`src/rtl/gpio_ovr_pkg.sv`:
```
package gpio_ovr_pkg;

    localparam int unsigned PORT_ADDR_W = 2;

    typedef enum logic [PORT_ADDR_W-1:0] {
        ADR_DIR = 2'd0,
        ADR_OUT = 2'd1,
        ADR_PIN = 2'd2,
        ADR_RSV = 2'd3
    } port_addr_e;

endpackage

```
`src/rtl/gpio_ovr_lane.sv`:
```
module gpio_ovr_lane (
    input  logic dir_bit,
    input  logic out_bit,
    input  logic pull_dis,
    input  logic sleep_mode,
    input  logic pu_en,
    input  logic pu_val,
    input  logic dir_en,
    input  logic dir_val,
    input  logic pv_en,
    input  logic pv_val,
    input  logic die_en,
    input  logic die_val,
    input  logic pad_in,
    output logic pad_oe,
    output logic pad_out,
    output logic pad_pu,
    output logic din
);

    logic oe_int;
    logic in_enable;

    always_comb begin
        // pull-up: override pair wins, else only the input/high/not-disabled case
        if (pu_en) begin
            pad_pu = pu_val;
        end else begin
            pad_pu = !dir_bit && out_bit && !pull_dis;
        end

        oe_int = dir_en ? dir_val : dir_bit;
        pad_oe = oe_int;

        // value override only matters while the driver is on
        if (oe_int && pv_en) begin
            pad_out = pv_val;
        end else begin
            pad_out = out_bit;
        end

        in_enable = die_en ? die_val : !sleep_mode;
        din       = pad_in && in_enable;
    end

endmodule

```
`src/rtl/gpio_ovr_sync.sv`:
```
module gpio_ovr_sync #(
    parameter int unsigned WIDTH  = 8,
    parameter int unsigned STAGES = 2
) (
    input  logic             clk,
    input  logic             rst_n,
    input  logic [WIDTH-1:0] async_in,
    output logic [WIDTH-1:0] sync_out
);

    localparam int unsigned LAST = STAGES - 1;

    typedef struct packed {
        logic [STAGES-1:0][WIDTH-1:0] chain;
    } sync_state_t;

    sync_state_t state_d, state_q;

    always_comb begin
        state_d = state_q;
        state_d.chain[0] = async_in;
        for (int unsigned s = 1; s < STAGES; s++) begin
            state_d.chain[s] = state_q.chain[s-1];
        end
    end

    always_ff @(posedge clk or negedge rst_n) begin
        if (!rst_n) begin
            state_q <= '0;
        end else begin
            state_q <= state_d;
        end
    end

    assign sync_out = state_q.chain[LAST];

endmodule

```
`src/rtl/gpio_ovr_regs.sv`:
```
module gpio_ovr_regs
    import gpio_ovr_pkg::*;
#(
    parameter int unsigned WIDTH = 8
) (
    input  logic                   clk,
    input  logic                   rst_n,
    input  logic                   bus_we,
    input  logic [PORT_ADDR_W-1:0] bus_addr,
    input  logic [WIDTH-1:0]       bus_wdata,
    output logic [WIDTH-1:0]       dir_bits,
    output logic [WIDTH-1:0]       out_bits
);

    typedef struct packed {
        logic [WIDTH-1:0] dir;
        logic [WIDTH-1:0] out;
    } reg_state_t;

    reg_state_t state_d, state_q;

    always_comb begin
        state_d = state_q;
        if (bus_we) begin
            unique case (port_addr_e'(bus_addr))
                ADR_DIR: state_d.dir = bus_wdata;
                ADR_OUT: state_d.out = bus_wdata;
                ADR_PIN: state_d.out = state_q.out ^ bus_wdata;
                ADR_RSV: state_d = state_q;
            endcase
        end
    end

    always_ff @(posedge clk or negedge rst_n) begin
        if (!rst_n) begin
            state_q <= '0;
        end else begin
            state_q <= state_d;
        end
    end

    assign dir_bits = state_q.dir;
    assign out_bits = state_q.out;

endmodule

```
`src/rtl/gpio_ovr_port.sv`:
```
module gpio_ovr_port
    import gpio_ovr_pkg::*;
#(
    parameter int unsigned WIDTH       = 8,
    parameter int unsigned SYNC_STAGES = 2
) (
    input  logic                   clk,
    input  logic                   rst_n,
    input  logic                   bus_we,
    input  logic [PORT_ADDR_W-1:0] bus_addr,
    input  logic [WIDTH-1:0]       bus_wdata,
    output logic [WIDTH-1:0]       bus_rdata,
    input  logic                   pull_dis,
    input  logic                   sleep_mode,
    input  logic [WIDTH-1:0]       ovr_pu_en,
    input  logic [WIDTH-1:0]       ovr_pu_val,
    input  logic [WIDTH-1:0]       ovr_dir_en,
    input  logic [WIDTH-1:0]       ovr_dir_val,
    input  logic [WIDTH-1:0]       ovr_pv_en,
    input  logic [WIDTH-1:0]       ovr_pv_val,
    input  logic [WIDTH-1:0]       ovr_die_en,
    input  logic [WIDTH-1:0]       ovr_die_val,
    input  logic [WIDTH-1:0]       pad_in,
    output logic [WIDTH-1:0]       pad_oe,
    output logic [WIDTH-1:0]       pad_out,
    output logic [WIDTH-1:0]       pad_pu,
    output logic [WIDTH-1:0]       periph_din
);

    logic [WIDTH-1:0] dir_reg;
    logic [WIDTH-1:0] out_reg;
    logic [WIDTH-1:0] pin_sync;

    gpio_ovr_regs #(.WIDTH(WIDTH)) u_regs (
        .clk       (clk),
        .rst_n     (rst_n),
        .bus_we    (bus_we),
        .bus_addr  (bus_addr),
        .bus_wdata (bus_wdata),
        .dir_bits  (dir_reg),
        .out_bits  (out_reg)
    );

    for (genvar p = 0; p < WIDTH; p++) begin : g_lane
        gpio_ovr_lane u_lane (
            .dir_bit    (dir_reg[p]),
            .out_bit    (out_reg[p]),
            .pull_dis   (pull_dis),
            .sleep_mode (sleep_mode),
            .pu_en      (ovr_pu_en[p]),
            .pu_val     (ovr_pu_val[p]),
            .dir_en     (ovr_dir_en[p]),
            .dir_val    (ovr_dir_val[p]),
            .pv_en      (ovr_pv_en[p]),
            .pv_val     (ovr_pv_val[p]),
            .die_en     (ovr_die_en[p]),
            .die_val    (ovr_die_val[p]),
            .pad_in     (pad_in[p]),
            .pad_oe     (pad_oe[p]),
            .pad_out    (pad_out[p]),
            .pad_pu     (pad_pu[p]),
            .din        (periph_din[p])
        );
    end

    gpio_ovr_sync #(.WIDTH(WIDTH), .STAGES(SYNC_STAGES)) u_sync (
        .clk      (clk),
        .rst_n    (rst_n),
        .async_in (periph_din),
        .sync_out (pin_sync)
    );

    always_comb begin
        unique case (port_addr_e'(bus_addr))
            ADR_DIR: bus_rdata = dir_reg;
            ADR_OUT: bus_rdata = out_reg;
            ADR_PIN: bus_rdata = pin_sync;
            ADR_RSV: bus_rdata = '0;
        endcase
    end

endmodule

```
`config.mk`:
```
export PLATFORM = sky130hd
export DESIGN_NAME = gpio_ovr_port
export DESIGN_NICKNAME = d
export VERILOG_FILES = /design/src/rtl/gpio_ovr_pkg.sv /design/src/rtl/gpio_ovr_lane.sv /design/src/rtl/gpio_ovr_sync.sv /design/src/rtl/gpio_ovr_regs.sv /design/src/rtl/gpio_ovr_port.sv
export SDC_FILE = /design/constraint.sdc
export NUM_CORES = 1
export LEC_CHECK = 0
export ABC_AREA = 1
export BUFFER_PORTS_ARGS = -buffer_cell sky130_fd_sc_hd__buf_2
export CAP_MARGIN = 40
export CORE_MARGIN = 2
export CORE_UTILIZATION = 41
export DETAILED_ROUTE_END_ITERATION = 12
export GPL_TIMING_DRIVEN = 0
export PLACE_DENSITY = 0.82
export SLEW_MARGIN = 15
export SYNTH_ARGS = -nofsm -noshare
export SYNTH_HDL_FRONTEND = slang
export SYNTH_SLANG_ARGS = --single-unit
```
`constraint.sdc`:
```
create_clock -name clk -period 0.95 [get_ports clk]
set_input_delay 0.0475 -clock clk [delete_from_list [all_inputs] [get_ports clk]]
set_output_delay 0.0475 -clock clk [all_outputs]
set_load 0.1 [all_outputs]
```
Word level (Yosys, flattened, before mapping)
Index checks and enable logic that the tools add are counted.
W data, S select, Z words.
{ "word_totals": {"reg_bits": 32, "in_bits": 87, "elab_cells": 88, "out_inout_bits": 40} }
{ "op_classes": {"bitwise": 1, "n_eq_ne": 3, "n_mux": 34, "reduce_logical": 46} }
{ "op_table": {"columns": ["operator", "count"], "rows": [
  ["$logic_and A1 B1 Y1", 32],
  ["$mux W1", 32],
  ["$pmux W8 S4", 1],
  ["$pmux W8 S2", 1],
  ["$logic_not A1 Y1", 10],
  ["$xor A8 B8 Y8", 1],
  ["$eq A2 B2 Y1 const B", 2],
  ["$reduce_and A2 Y1", 2],
  ["$eq A2 B1 Y1 const B", 1],
  ["$logic_not A2 Y1", 1],
  ["$reduce_bool A2 Y1", 1]
]} }

Logic depth before layout (Yosys ltp)
Gate-level depths: netlist (run 1).
{ "logic_depth": {"word_depth": 4, "depth_mapped": 9, "ltp_nobuf": 8} }

By module
Synthesis (run 1) repeated with hierarchy kept, for this count alone.
{ "unflattened": {"cells_unflattened": 306, "hier_area_um2": 2052.0} }
{ "modules_own_cells": {"columns": ["mod", "seq_area_each_um2", "instances", "cells_each", "area_per_inst_um2"], "rows": [
  ["gpio_ovr_regs", 400.4, 1, 101, 783.3],
  ["gpio_ovr_lane", 0.0, 8, 19, 85.1],
  ["gpio_ovr_sync", 400.4, 1, 16, 400.4],
  ["gpio_ovr_port", 0.0, 1, 37, 187.7]
]} }

Worst setup path before layout (run 1)
OpenSTA, ideal clock, no wires.
{ "synth_path": {"path_type": "input to output", "startpoint": "input port bus_addr[0]", "endpoint": "output port bus_rdata[1]", "path_buffers": 2, "cell_stages": 5, "slack_ns": -1.250, "t_required_ns": 0.902, "arrival_time_ns": 2.152, "path_cell_list": "inv_1 -> ha_1 -> clkbuf_2 -> buf_2 -> a22oi_1"} }
{ "synth_via": {"elab_chain_len": 2, "elab_cells_between_ends": 5, "cone_classes": "3 x eq/ne; 1 x mux; 1 x reduce/logical"} }
{ "synth_lines": {"columns": ["element", "line", "rtl"], "rows": [
  ["start, declared", "gpio_ovr_port.sv:10", "input logic [PORT_ADDR_W-1:0] bus_addr,"],
  ["$eq A2 B2 Y1 (tied with other cells)", "gpio_ovr_port.sv:74", "unique case (port_addr_e'(bus_addr))"],
  ["$pmux W8 S4 *", "gpio_ovr_port.sv:74", null],
  ["end, declared", "gpio_ovr_port.sv:12", "output logic [WIDTH-1:0] bus_rdata,"]
]} }
Every way passes the cells marked *; elsewhere a longest branch is shown, timed or not.

Worst setup path in the final report (run 1)
{ "layout_path": {"startpoint": "register u_regs.state_q (netlist bit u_regs.dir_bits[6])", "endpoint": "output port pad_pu[6]"} }
{ "layout_via": {"elab_chain_len": 4} }
{ "layout_lines": {"columns": ["element", "line", "rtl"], "rows": [
  ["start, declared", "gpio_ovr_regs.sv:20", "reg_state_t state_d, state_q;"],
  ["start signal, assigned", "gpio_ovr_regs.sv:38", "state_q <= state_d;"],
  ["$logic_not A1 Y1", "gpio_ovr_lane.sv:29", "pad_pu = !dir_bit && out_bit && !pull_dis;"],
  ["$logic_and A1 B1 Y1 (2 in a row)", "gpio_ovr_lane.sv:29", null],
  ["$mux W1", "gpio_ovr_lane.sv:26", "if (pu_en) begin"],
  ["end, declared", "gpio_ovr_port.sv:26", "output logic [WIDTH-1:0] pad_pu,"]
]} }
Every way passes these cells.

==> metrics, run 1 <==
Post-Synth Adder-Cell Area 0.02326; Worst path slowest cell dfrtp_1; CTS root buf clkbuf_8; worst path arrival time 1.32 ns; IO Pins 127; Nets 549; most frequent cells in the layout buf_2 (83), nand2_1 (78), buf_12 (37), inv_1 (34), dfrtp_1 (30); simple-gate portion of the synthesized area 0.2523; critical path, cell by cell inv_2 > nand3_1 > o21ai_2 > buf_6 > buf_12; first-pass GRT wire length 10.72 mm; DRC viols 0; synth top area cells dfrtp_1 (37%), nand2_1 (16%), buf_4 (12%); CTS H-tree depth 2; mean post-synth cell area 6.987 µm²; clock skew 0.0003879 ns; slack of the worst reg-to-reg path 0.01 ns; Final WS setup -0.4172 ns; Max Fanout on Critical Path 5; largest family of logic cells by synthesized area simple AND/OR/NAND/NOR gates; Synth top area share 0.3721; # clock sinks 32; Vias 2560; DR iter-0 viols 166; Starting Density 0.4241; Final Hold Viols 0; Area after DPL 3124 µm²; Seq/Total Area, Yosys 0.3721; DR pass1 iterations 4; total CTS buffers 5; initial antenna violation count 0; Skew-Pair Late Insertion Delay 0.28 ns; leading area contributor after synthesis dfrtp_1; # diodes 0; unrepaired setup endpoints after global routing true; Worst slew margin 0.7076; input/output buffers 126; Worst-path clk slew 0.06 ns; run status complete, but fails checks; post-route ant nets 0; Final Cell Area 4011 µm²; power per cell area 1638 nW/µm²; max incr delay on CP 0.38 ns; drt total wl 6.925 mm; VDD IR max 1.190 mV; share of cells above drive strength 1 0.5240; final setup violating endpoints 32; Post-Syn Instances 308; fin crit share 1.439; Yosys cell types 17; Synthesis Warnings 0; startpoint class of the critical path flip-flop; routability cong. 0.8287; full die area 5845 µm²; largest net degree at the start of global routing 33; path category of the worst min-delay check input port to flip-flop; Req. time, crit path 0.90 ns; Die Ht 76.45 µm; syn_nets 399; mux cell area share after synthesis 0; Mapped Area 2152 µm²; Synth-to-Final Area Change 86.40%; Clock Tree Buf Depth 2; total global-route track usage 0.2240; measured slew at the worst slew-check pin 0.4386 ns; Max Cap Viol 0; most common cell after layout, fill and taps aside buf_2; Routed wire per std cell 13.12 µm; detailed placement HPWL 4.341 mm; post-synthesis compound-gate area fraction 0.1395; TNS Setup -9.563 ns; Final Critical Period 1.367 ns; CTS tree yes; Via density 4.848; FMAX 731.4 MHz; fin. max-slew vios 0; die width 76.45 µm; Synth Register Bits 32; leakage power figure 2.125 nW; WS Path Type flip-flop to output pin; fillcell total 304; CP Capture Type output pin; Post-Synth XOR/XNOR Area 0; violated checks negative setup slack; Core Rows 26; grt total ovfl 0; CORE AREA 5075 µm²; vias in the first global route 2489
## timing repair
| action | CTS | global route |
|---|---|---|
| pin swaps | 14 | 16 |
| hold buffers | 9 | 0 |
| buffers inserted | 7 | 8 |
| cloned | 0 | 1 |
| resized for setup | 162 | 43 |
| endpoints found under the setup margin | 48 | 53 |
| endpoints found under the hold margin | 40 | 0 |
## sequential cells by signal, indices dropped and copies added, names as in the netlist
name / cells
u_sync.sync_out: 8
u_sync.state_d: 8
u_regs.out_bits: 8
u_regs.dir_bits: 8
## report_power, final
group          leakage [nW]  switching [W]  internal, W
logic                  1.70        0.00241      0.00151
registers             0.385       0.000139      0.00154
clock network        0.0400       0.000481     0.000495
## cells in the mapped netlist
library cell	instances
inv_2	1
clkbuf_2	1
nand3_1	25
dfrtp_1	32
ha_1	4
a21oi_1	24
clkbuf_1	1
buf_4	33
nand2_1	90
buf_2	2
a22oi_1	8
inv_1	45
buf_6	1
nor2_1	8
clkbuf_4	1
nand4_1	8
o21ai_0	24
## area by class of cell
cell class                      count  area [µm²]  area share
Inverter                           46       205.2     0.05115
Timing Repair Buffer              150        1433      0.3571
Clock inverter                      2       12.51    0.003119
Timing Repair inverter              1       5.005    0.001248
Sequential cell                    32       803.3      0.2002
Tap cell                           70       87.58     0.02183
Buffer                             31       294.0     0.07330
Multi-Input combinational cell    191        1102      0.2748
Clock buffer                        5       68.82     0.01716
## routing by layer
| metal | global-route usage | up-vias | share of wire |
|---|---|---|---|
| met5 | 0 | - | 0 |
| met4 | 0.07636 | 0 | 0.017 |
| li1 | - | 1252 | - |
| met2 | 0.4363 | 124 | 0.55 |
| met3 | 0.03910 | 12 | 0.063 |
| met1 | 0.2406 | 1172 | 0.37 |
## per-stage QoR
stage / utilization / std cells / power, W / setup slack, ns / hold slack, ns
4_1_cts: 0.7498 / 520 / 0.006361 / -0.3866 / 0.04799
6_report: 0.7904 / 528 / 0.006572 / -0.4172 / 0.05379
3_3_place_gp: 0.6156 / 504 / 0.004683 / -0.4405 / 0.1245
3_5_place_dp: 0.6156 / 504 / 0.004738 / -0.4566 / 0.1323
5_1_grt: 0.7904 / 528 / 0.006834 / -0.4904 / 0.05996
2_1_floorplan: - / 308 / 0.004197 / -0.5124 / -0.2481
## cells by family after synthesis
family	Yosys count
AO/OA/AOI/OAI	56
adder cells (fa/ha/maj)	4
buffers and inverters	85
flip-flops	32
AND/OR/NAND/NOR	131
## path summary, 6_finish.rpt
kind	startpoint	to	cells past startpoint
max in group asynchronous	rst_n	u_regs.out_bits[5]	2
worst max-delay path	u_regs.dir_bits[6]	pad_pu[6]	5
worst min-delay path	bus_wdata[1]	u_regs.dir_bits[1]	3
worst max register to register	u_regs.out_bits[4]	u_regs.out_bits[4]	5
worst min register to register	u_sync.state_d[9]	u_sync.sync_out[1]	0
min in group asynchronous	rst_n	u_sync.state_d[13]	2
## critical path: cells and delay by family, from the launching register on
family	cells	cell delay, ns
flip-flops	1	0.38
AO/OA/AOI/OAI	1	0.17
AND/OR/NAND/NOR	1	0.11
buffers and inverters	3	0.39
Power figures use the tool's default switching activity.
==> run 2, diff against run 1 <==
--- a/config.mk
+++ b/config.mk
@@ -5,14 +5,13 @@
 export SDC_FILE = /design/constraint.sdc
 export NUM_CORES = 1
 export LEC_CHECK = 0
-export ABC_AREA = 1
 export BUFFER_PORTS_ARGS = -buffer_cell sky130_fd_sc_hd__buf_2
 export CAP_MARGIN = 40
 export CORE_MARGIN = 2
 export CORE_UTILIZATION = 41
 export DETAILED_ROUTE_END_ITERATION = 12
 export GPL_TIMING_DRIVEN = 0
-export PLACE_DENSITY = 0.82
+export PLACE_DENSITY = 0.83
 export SLEW_MARGIN = 15
 export SYNTH_ARGS = -nofsm -noshare
 export SYNTH_HDL_FRONTEND = slang
==> run 2 against run 1 <==
Against the previous run: the flow still finishes with violations (negative setup slack); highest routed layer unchanged; sequential share of layout area fell by 0.90 points; clock power rose by 9%; setup slack got worse by 0.20 ns; register-to-register slack got worse by 0.29 ns; largest power group unchanged; synthesized cell count shrank 28%; core utilization up 4.6 points; final area rose by 5.2%; synthesized area is 2.0% lower; die area decreased by 1.9%; clock-buffer cell count up 3.
==> metrics, run 2 <==
run status complete, but fails checks; violated checks negative setup slack; Post-synth EDFFs 0; leakage power figure 2.038 nW; Skew-Pair Late Insertion Delay 0.27 ns; fin. max-slew vios 0; largest net degree at the start of global routing 33; clock skew 0.001057 ns; hold depth 2; initial antenna violation count 1; DR pass1 iterations 4; hold_ws 0.007061 ns; FMAX 638.8 MHz; Worst path top cell family by delay multiplexers; switching power 0.003535 W; Req. time, crit path 0.90 ns; most used cell, CP mux2_4; total CTS buffers 5; post-route ant nets 0; Starting Density 0.4181; internal power component 0.004263 W; most frequent cell after synthesis buf_4; most common cell after layout, fill and taps aside buf_2; Sw Ratio 0.4533; Seq/Total Area, Yosys 0.3798; drt total wl 7.843 mm; measured slew at the worst slew-check pin 0.7850 ns; Worst-path clk slew 0.07 ns; Vias 2312; Worst path slowest cell dfrtp_1; Layout Cells excl Fill 449; leading area contributor after synthesis dfrtp_1; worst min-delay path startpoint pad_in[6]; Worst slew margin 0.4767; DR iter-0 viols 161; Routed wire per std cell 17.47 µm; worst path arrival time 1.52 ns; Core Rows 26; startpoint class of the critical path flip-flop; routability cong. 0.8130; slack of the worst reg-to-reg path -0.28 ns; power per cell area 1848 nW/µm²; Synthesis Warnings 0; die width 75.71 µm; fillcell total 237; Mapped Area 2108 µm²; final setup violating endpoints 48; TNS Setup -15.44 ns; CTS H-tree depth 2; Synth-to-Final Area Change 100.1%; DP Cell Count 418; synth top area cells dfrtp_1 (38%), buf_4 (12%), mux2_4 (11%); Synth top area share 0.3798; total global-route track usage 0.2531; r2r worst-path depth 5; max incr delay on CP 0.41 ns; DRC viols 0; input/output buffers 125; # clock sinks 32; Die Ht 75.71 µm; Crit. Startpoint u_regs.dir_bits[2]; combinational power share 0.635; main flop type after synthesis dfrtp_1; path category of the worst min-delay check input port to flip-flop; Worst Path Buf+Inv 1; WHS Endpoint u_sync.state_d[14]; full die area 5732 µm²; Yosys cell types 21; Max Cap Viol 0; Post-Syn Instances 223; WS Path Type flip-flop to output pin; sequential share of power 0.229; mean post-synth cell area 9.454 µm²; critical path, cell by cell mux2_4 > nand2_2 > mux2_4 > buf_12; Nets 468; fin crit share 1.648; Final WS setup -0.6155 ns; CTS root buf clkbuf_8; Max Fanout on Critical Path 2; Synth Register Bits 32; Via density 5.149; Final Util 0.8367; share of cells above drive strength 1 0.7672; detailed placement HPWL 4.047 mm; most frequent cells in the layout buf_2 (83), buf_6 (39), buf_12 (34), dfrtp_1 (27), mux2_4 (23); Final Critical Period 1.565 ns; unrepaired setup endpoints after global routing true; IO Pins 127; CP Capture Type output pin; RR Startpoint u_regs.dir_bits[2]; Worst R2R End u_regs.dir_bits[2]; VDD IR max 0.9505 mV; syn_nets 314; commonest cells in the synthesized netlist buf_4 (34), dfrtp_1 (32), nand2_1 (32); Clock power frac 0.136; Post-synth ARST share 1.000; vias in the first global route 2346; CORE AREA 5042 µm²; CTS tree yes; Clock Tree Buf Depth 2; grt total ovfl 0; first-pass GRT wire length 10.76 mm; Final Hold Viols 0
-- run 2: cell count changes after synthesis, moves of 2 or more --
cell / previous run / this run
a21oi_1: 24 / 12
nand2_2: 0 / 9
o21ai_0: 24 / 31
nand3_1: 25 / 8
a21oi_2: 0 / 4
buf_2: 2 / 0
mux2_2: 0 / 8
nand4_1: 8 / 0
and2_1: 0 / 8
inv_1: 45 / 2
mux2_4: 0 / 16
nand2_1: 90 / 32
-- run 2: kinds of logic after synthesis --
family / Yosys count / synth area share
and+or+nand+nor: 66 / 0.1448
AOI/OAI and AO/OA: 56 / 0.1496
buffers and inverters: 41 / 0.1454
DFF: 32 / 0.3798
muxes: 24 / 0.1567
adders and majority gates: 4 / 0.02374
-- run 2: repair_timing --
item / CTS / global route
hold buffers: 1 / 0
hold endpoints to repair: 32 / 0
pin swaps: 31 / 31
cloned: 1 / 0
setup endpoints to repair: 48 / 87
buffers inserted: 31 / 18
gates resized for setup: 198 / 67
-- run 2: worst reg2reg max path, cell delays in order, from the launching register on --
cell and delay (ns):
dfrtp_1 0.41, buf_6 0.13, buf_6 0.11, buf_6 0.12, buf_6 0.11, mux2_4 0.25
-- run 2: cell type report --
cell class	instances	area [µm²]	area share
Antenna cell	1	2.502	0.0005931
Buffer	22	224.0	0.05308
Clock buffer	8	90.09	0.02135
Inverter	2	13.76	0.003262
Multi-Input combinational cell	150	1401	0.3321
Sequential cell	32	807.0	0.1913
Tap cell	70	87.58	0.02076
Timing Repair Buffer	164	1593	0.3775
-- run 2: how the worst max path moves through the flow --
stage                            end  slack, ns  cells after the start
final                     pad_out[2]      -0.62                      4
after global routing      pad_out[2]      -0.65                      4
after CTS                 pad_out[0]      -0.61                      4
after detailed placement  pad_out[3]      -0.55                      5
after global placement    pad_out[3]      -0.54                      5
after floorplan           pad_out[0]      -0.28                      4
-- run 2: per-stage QoR --
stage                     power (W)  cell area (µm²)  worst slack [ns]
after CTS                  0.007434             4039           -0.6119
after global routing       0.008051             4219           -0.6497
after floorplan            0.004818             2441           -0.2784
final                      0.007799             4219           -0.6155
after global placement     0.005309             3154           -0.5445
after detailed placement   0.005371             3154           -0.5532
-- run 2: per-layer routing --
metal  vias to the layer above  wire [µm]  GRT usage
met3                        16        550    0.04233
met2                       146       4119     0.4551
met1                      1107       3000     0.2921
met5                         -          0          0
met4                         0        172     0.1189
li1                       1043          -          -
-- run 2: power groups by stage --
| stage | Combinational [W] | Sequential [W] | Clock, W |
|---|---|---|---|
| finish | 0.00495 | 0.00178 | 0.00106 |
| global route | 0.00511 | 0.00181 | 0.00113 |
| CTS | 0.00462 | 0.00175 | 0.00107 |
| detailed placement | 0.00358 | 0.00179 | 0 |
| global placement | 0.00353 | 0.00178 | 0 |
| floorplan | 0.00309 | 0.00172 | 0 |
